--- config.mk ---
export PLATFORM = sky130hd
export DESIGN_NAME = flush_ctrl
export DESIGN_NICKNAME = d
export VERILOG_FILES = /design/src/rtl/flush_pkg.sv /design/src/rtl/flush_slot.sv /design/src/rtl/flush_arb.sv /design/src/rtl/flush_wc.sv /design/src/rtl/flush_ctrl.sv
export SDC_FILE = /design/constraint.sdc
export NUM_CORES = 1
export LEC_CHECK = 0
export ABC_AREA = 1
export BUFFER_PORTS_ARGS = -buffer_cell sky130_fd_sc_hd__buf_2
export CORE_MARGIN = 4
export CORE_UTILIZATION = 41
export CTS_CLUSTER_DIAMETER = 80
export CTS_CLUSTER_SIZE = 14
export DETAILED_ROUTE_END_ITERATION = 8
export PLACE_DENSITY = 0.79
export SYNTH_ARGS = -nofsm -noshare
export SYNTH_HDL_FRONTEND = slang
export SYNTH_SLANG_ARGS = --single-unit
--- constraint.sdc ---
create_clock -name clk -period 1.2 [get_ports clk]
set_input_delay 0.24 -clock clk [delete_from_list [all_inputs] [get_ports clk]]
set_output_delay 0.24 -clock clk [all_outputs]
set_load 0.02 [all_outputs]
--- src/rtl/flush_pkg.sv ---
package flush_pkg;
  typedef enum logic [1:0] {
    ARB_IDLE  = 2'd0,
    ARB_DRAIN = 2'd1,
    ARB_ISSUE = 2'd2
  } arb_state_e;

  localparam int SRC_HOST = 0;
  localparam int SRC_CMD  = 1;
  localparam int NUM_SRC  = 2;
endpackage

--- src/rtl/flush_slot.sv ---
module flush_slot #(
  parameter int MODE_W = 2
) (
  input  logic              clk,
  input  logic              rst_n,
  input  logic              push,
  input  logic [MODE_W-1:0] push_mode,
  input  logic              push_defer,
  input  logic              pop,
  output logic              full,
  output logic [MODE_W-1:0] mode,
  output logic              defer
);
  always_ff @(posedge clk or negedge rst_n) begin
    if (!rst_n) begin
      full  <= 1'b0;
      mode  <= '0;
      defer <= 1'b0;
    end else if (pop) begin
      full  <= 1'b0;
    end else if (push && !full) begin
      full  <= 1'b1;
      mode  <= push_mode;
      defer <= push_defer;
    end
  end

  AST_SLOT_HOLD: assert property (@(posedge clk) disable iff (!rst_n)
    full && !pop |=> full && $stable(mode));
endmodule

--- src/rtl/flush_arb.sv ---
module flush_arb
  import flush_pkg::*;
#(
  parameter int NSRC   = 2,
  parameter int MODE_W = 2
) (
  input  logic                         clk,
  input  logic                         rst_n,
  input  logic [NSRC-1:0]              elig,
  input  logic [NSRC-1:0][MODE_W-1:0]  slot_mode,
  input  logic                         acc_busy,
  input  logic                         fl_ack,
  output logic                         fl_req,
  output logic [MODE_W-1:0]            fl_mode,
  output logic [NSRC-1:0]              pop,
  output logic [NSRC-1:0]              done,
  output logic                         idle
);
  localparam int IDX_W = (NSRC > 1) ? $clog2(NSRC) : 1;

  arb_state_e       state;
  logic [IDX_W-1:0] owner, pick;
  logic             any;

  always_comb begin
    pick = '0;
    any  = |elig;
    for (int i = NSRC - 1; i >= 0; i--)
      if (elig[i]) pick = IDX_W'(i);
  end

  always_ff @(posedge clk or negedge rst_n) begin
    if (!rst_n) begin
      state   <= ARB_IDLE;
      owner   <= '0;
      fl_mode <= '0;
      done    <= '0;
    end else begin
      done <= '0;
      unique case (state)
        ARB_IDLE: if (any) begin
          owner   <= pick;
          fl_mode <= slot_mode[pick];
          state   <= ARB_DRAIN;
        end
        ARB_DRAIN: if (!acc_busy) state <= ARB_ISSUE;
        ARB_ISSUE: if (fl_ack) begin
          done[owner] <= 1'b1;
          state       <= ARB_IDLE;
        end
        default: state <= ARB_IDLE;
      endcase
    end
  end

  always_comb begin
    pop = '0;
    if (state == ARB_ISSUE && fl_ack) pop[owner] = 1'b1;
  end

  assign fl_req = (state == ARB_ISSUE);
  assign idle   = (state == ARB_IDLE);

  AST_DONE_ONEHOT: assert property (@(posedge clk) disable iff (!rst_n)
    $onehot0(done));
  AST_REQ_HOLD: assert property (@(posedge clk) disable iff (!rst_n)
    fl_req && !fl_ack |=> fl_req && $stable(fl_mode));
  AST_NO_ISSUE_BUSY: assert property (@(posedge clk) disable iff (!rst_n)
    $rose(fl_req) |-> !$past(acc_busy));
endmodule

--- src/rtl/flush_wc.sv ---
module flush_wc (
  input  logic clk,
  input  logic rst_n,
  input  logic push,
  input  logic acc_busy,
  input  logic wc_ack,
  output logic busy,
  output logic req
);
  always_ff @(posedge clk or negedge rst_n) begin
    if (!rst_n) begin
      busy <= 1'b0;
      req  <= 1'b0;
    end else if (req && wc_ack) begin
      busy <= 1'b0;
      req  <= 1'b0;
    end else begin
      if (push) busy <= 1'b1;
      if (busy && !acc_busy) req <= 1'b1;
    end
  end

  AST_WC_HOLD: assert property (@(posedge clk) disable iff (!rst_n)
    busy && !(req && wc_ack) |=> busy);
  AST_WC_DRAIN: assert property (@(posedge clk) disable iff (!rst_n)
    $rose(req) |-> !$past(acc_busy));
endmodule

--- src/rtl/flush_ctrl.sv ---
module flush_ctrl
  import flush_pkg::*;
#(
  parameter int MODE_W = 2,
  parameter int REG_W  = 16
) (
  input  logic              clk,
  input  logic              rst_n,
  input  logic              reg_wr_valid,
  output logic              reg_wr_ready,
  input  logic [REG_W-1:0]  reg_wr_data,
  output logic [REG_W-1:0]  reg_rd_data,
  output logic              reg_done,
  input  logic              cmd_valid,
  output logic              cmd_ready,
  input  logic [MODE_W:0]   cmd_word,
  input  logic              cmd_prior_idle,
  output logic              cmd_done,
  output logic              fl_req,
  output logic [MODE_W-1:0] fl_mode,
  input  logic              fl_ack,
  output logic              wc_req,
  input  logic              wc_ack,
  input  logic              acc_req,
  input  logic              acc_busy,
  output logic              acc_gnt
);
  localparam int BIT_REQ = 0;
  localparam int MODE_LO = 1;
  localparam int MODE_HI = MODE_W;
  localparam int BIT_WC  = 8;

  logic [NUM_SRC-1:0]             push, defer_in, pop, full, defer, elig, quiet, done;
  logic [NUM_SRC-1:0][MODE_W-1:0] mode_in, mode;
  logic                           host_take, wc_busy, arb_idle;
  logic                           unused_bits;

  assign unused_bits = ^{reg_wr_data[REG_W-1:BIT_WC+1], reg_wr_data[BIT_WC-1:MODE_HI+1]};

  assign reg_wr_ready = !(reg_wr_data[BIT_REQ] && full[SRC_HOST])
                     && !(reg_wr_data[BIT_WC] && wc_busy);
  assign host_take    = reg_wr_valid && reg_wr_ready;
  assign cmd_ready    = !full[SRC_CMD];

  assign push[SRC_HOST]     = host_take && reg_wr_data[BIT_REQ];
  assign mode_in[SRC_HOST]  = reg_wr_data[MODE_HI:MODE_LO];
  assign defer_in[SRC_HOST] = 1'b0;
  assign quiet[SRC_HOST]    = 1'b1;
  assign push[SRC_CMD]      = cmd_valid && cmd_ready;
  assign mode_in[SRC_CMD]   = cmd_word[MODE_W-1:0];
  assign defer_in[SRC_CMD]  = cmd_word[MODE_W];
  assign quiet[SRC_CMD]     = cmd_prior_idle;

  for (genvar g = 0; g < NUM_SRC; g++) begin : g_slot
    flush_slot #(.MODE_W(MODE_W)) i_slot (
      .clk(clk), .rst_n(rst_n), .push(push[g]), .push_mode(mode_in[g]),
      .push_defer(defer_in[g]), .pop(pop[g]), .full(full[g]),
      .mode(mode[g]), .defer(defer[g])
    );
    assign elig[g] = full[g] && (!defer[g] || quiet[g]);
  end

  flush_arb #(.NSRC(NUM_SRC), .MODE_W(MODE_W)) i_arb (
    .clk(clk), .rst_n(rst_n), .elig(elig), .slot_mode(mode),
    .acc_busy(acc_busy), .fl_ack(fl_ack), .fl_req(fl_req),
    .fl_mode(fl_mode), .pop(pop), .done(done), .idle(arb_idle)
  );

  flush_wc i_wc (
    .clk(clk), .rst_n(rst_n), .push(host_take && reg_wr_data[BIT_WC]),
    .acc_busy(acc_busy), .wc_ack(wc_ack), .busy(wc_busy), .req(wc_req)
  );

  assign reg_done = done[SRC_HOST];
  assign cmd_done = done[SRC_CMD];
  assign acc_gnt  = acc_req && arb_idle && !(|full) && !wc_busy;

  always_comb begin
    reg_rd_data                  = '0;
    reg_rd_data[BIT_REQ]         = full[SRC_HOST];
    reg_rd_data[MODE_HI:MODE_LO] = mode[SRC_HOST];
    reg_rd_data[BIT_WC]          = wc_busy;
  end

  AST_GNT_EXCL: assert property (@(posedge clk) disable iff (!rst_n)
    acc_gnt |-> !fl_req && !wc_req);
  AST_STALL: assert property (@(posedge clk) disable iff (!rst_n)
    cmd_valid && full[SRC_CMD] |-> !cmd_ready);
  AST_MODE_KEEP: assert property (@(posedge clk) disable iff (!rst_n)
    reg_wr_valid && !reg_wr_data[BIT_REQ] && full[SRC_HOST]
    |=> reg_rd_data[MODE_HI:MODE_LO] == $past(reg_rd_data[MODE_HI:MODE_LO]));
endmodule

==> out/results.tsv <==
metric	value	unit
status	finished with violations	
failing_checks	negative setup slack	
synth_simple_gate_area_share	29.3	%
grt-ovfl-total	0	
regToRegEndpoint	g_slot[1].i_slot.defer	
worstSetupStartpointType	flip-flop	
reg2reg_depth	7	
netlist-cell-type-count	17	
endpoint_kind	primary output	
first_global_vias	689	
max_cap_violations	0	
io_buffer_count	28	
cellLeakagePower	0.640	nW
path_max_fanout	3	
first_iter_violations	11	
cts-root-to-sink-buffers	2	
layout.cells.most_common_list	sky130_fd_sc_hd__nand2_1 (33), sky130_fd_sc_hd__buf_2 (23), sky130_fd_sc_hd__dfrtp_1 (14)	
syn_area	842	µm²
syn-instance-count	105	
finalInstanceArea	1130	µm²
core_area	1960	µm²
hold_path_end	g_slot[0].i_slot.mode[0]	
tritoncts	done	
synth_compound_area_share	4.46	%
worstPathRequired	0.96	ns
cts.reportedPaths.clkPinSlew	0.08	ns
route.antenna.remaining_nets	0	
grt_antenna_before_repair	0	
synthDominantAreaCellType	sky130_fd_sc_hd__dfrtp_1	
worst_r2r_startpoint	i_arb.state[0]	
via_per_inst	4.51	
timing.hold.worst_path_depth	3	
syn_avg_cell_area	8.02	µm²
remaining_drc_errors	0	
design.final.nets	174	
final_layout_size_suffix_gt1_share	40.3	%
ys_ff_latch	16	
synth_sequential_area_ratio	47.5	%
power_density	2220	nW/µm²
cp.arrival	1.20	ns
fmax	0.694	GHz
synth-xor-area-share	0	%
die_width	53.3	µm
clock_insertion_delay_worst_skew	0.28	ns
slew_viol_final	0	
netlist_top_cells_area	sky130_fd_sc_hd__dfrtp_1 (48%), sky130_fd_sc_hd__nand2_1 (16%), sky130_fd_sc_hd__buf_4 (12%)	
buffer_type_at_the_clock_tree_root	sky130_fd_sc_hd__clkbuf_4	
firstDrtPassIters	4	
postRouteWirelength	1780	µm
post-route-period-util	120	%
floorplan.rows	16	
rsz0062_at_grt	true	
hold_path.startpoint	reg_wr_data[1]	
avgRoutedWirePerCell	10.4	µm
dpl_cell_area	972	µm²
initial_core_util	42.9	%
yosys-mux-area-fraction	0	%
finalCoreUtilization	57.7	%
die-area	2840	µm²
worst_ir_drop_vdd	0.00137	V
period_minus_slack	1.44	ns
design.portCount	53	
gr-usage-all-layers	13.1	%
main_combinational_cell_family_by_area_after_synthesis	simple AND/OR/NAND/NOR gates	
tritoncts_num_sinks	16	
routed-via-count	771	
number_of_setup_violations_in_the_final_report	10	
floorplan.die.height	53.3	µm
routability_cong	0.746	
dp_hpwl	1310	µm
ys.warnings.count	0	
netlist.area_leader.share	47.5	%
yosys.area_share.adder	0	%
crit_type	flip-flop to primary output	
ff2ff_setup_slack	-0.04	ns
num_antenna_cells	0	
layout_commonest_cell	sky130_fd_sc_hd__nand2_1	
maximum_number_of_pins_on_one_net_before_global_route_repair	17	
cts_max_level	1	
worst_slack	-0.241	ns
hold_violations	0	
final.setup_skew	0.00176	ns
holdCritPathClass	input port to flip-flop	
wire_length_of_the_first_global_routing_pass	2680	µm
syn_to_final_growth	34.5	%
cts-buffers-inserted	3	
## registers in the layout, summed over array words and instances, names as in the netlist
name / cells
g_slot.i_slot.defer: 1
g_slot.i_slot.full: 2
g_slot.i_slot.mode: 4
i_arb.done: 2
i_arb.fl_mode: 2
i_arb.owner: 1
i_arb.state: 2
i_wc.busy: 1
i_wc.req: 1
## worst max-delay path by stage
stage	start	to	slack, ns	depth (start not counted)
2_1_floorplan	i_arb.state[0]	acc_gnt	0.04	3
3_3_place_gp	i_arb.state[1]	acc_gnt	-0.03	4
3_5_place_dp	i_arb.state[1]	acc_gnt	-0.03	4
4_1_cts	i_arb.state[0]	acc_gnt	-0.26	4
5_1_grt	i_arb.state[1]	acc_gnt	-0.31	4
6_report	i_arb.state[1]	acc_gnt	-0.24	4
## stage by stage
| step | cells | hold WS (ns) | TNS, ns | worst slack (ns) | power [mW] |
|---|---|---|---|---|---|
| 2_1_floorplan | 116 | -0.0556 | 0 | 0.0384 | 1.66 |
| 3_3_place_gp | 159 | 0.163 | -0.0328 | -0.0328 | 1.90 |
| 3_5_place_dp | 159 | 0.173 | -0.0308 | -0.0308 | 1.93 |
| 4_1_cts | 168 | 0.149 | -0.567 | -0.257 | 2.39 |
| 5_1_grt | 171 | 0.146 | -1.42 | -0.309 | 2.72 |
| 6_report | 171 | 0.155 | -0.758 | -0.241 | 2.51 |
## per-layer routing
metal	share of wire, %	track usage [%]	vias to the layer above
met2	49	22.4	36
met4	1.2	5.11	0
met5	0	0	-
met1	40	15.5	349
li1	-	-	383
met3	10	3.38	3
## what timing repair did
| item | 4_1_cts | 5_1_grt |
|---|---|---|
| setup endpoints to repair | 4 | 10 |
| pin swaps | 3 | 3 |
| setup buffers | 5 | 3 |
| hold buffers | 1 | 0 |
| gates resized for setup | 13 | 9 |
| endpoints found under the hold margin | 16 | 0 |
## synth_stat cells
| master | count |
|---|---|
| sky130_fd_sc_hd__nand2_1 | 35 |
| sky130_fd_sc_hd__dfrtp_1 | 16 |
| sky130_fd_sc_hd__buf_4 | 14 |
| sky130_fd_sc_hd__inv_1 | 11 |
| sky130_fd_sc_hd__nand4_1 | 6 |
| sky130_fd_sc_hd__nor2_1 | 5 |
| sky130_fd_sc_hd__a21oi_1 | 3 |
| sky130_fd_sc_hd__inv_2 | 2 |
| sky130_fd_sc_hd__nand3_1 | 2 |
| sky130_fd_sc_hd__nand3_2 | 2 |
| sky130_fd_sc_hd__nor2_2 | 2 |
| sky130_fd_sc_hd__o21ai_0 | 2 |
| sky130_fd_sc_hd__a31oi_1 | 1 |
| sky130_fd_sc_hd__conb_1 | 1 |
| sky130_fd_sc_hd__nor2_4 | 1 |
| sky130_fd_sc_hd__nor3_1 | 1 |
| sky130_fd_sc_hd__o22ai_1 | 1 |
## logic make-up after synthesis
kind of cell	count (synthesis)
buffers and inverters	27
AO/OA/AOI/OAI	7
AND/OR/NAND/NOR	54
other	1
flip-flops	16
## where the power goes
group	switching, mW	total (mW)	internal, mW
clock network	0.152	0.269	0.116
logic	0.757	1.31	0.552
registers	0.175	0.931	0.756
total	1.09	2.51	1.42
## critical path, stage by stage (launching register included)
cell,delay (ns)
sky130_fd_sc_hd__dfrtp_1,0.43
sky130_fd_sc_hd__nor2_4,0.15
sky130_fd_sc_hd__nand3_2,0.07
sky130_fd_sc_hd__nor3_2,0.10
sky130_fd_sc_hd__buf_4,0.16
## area by class of cell
class	count	area, µm²
Clock buffer	3	22.5
Sequential cell	16	403
Tap cell	27	33.8
Inverter	13	48.8
Timing Repair Buffer	39	253
Fill cell	193	830
Multi-Input combinational cell	73	372
(Power assumes the default switching activity.)
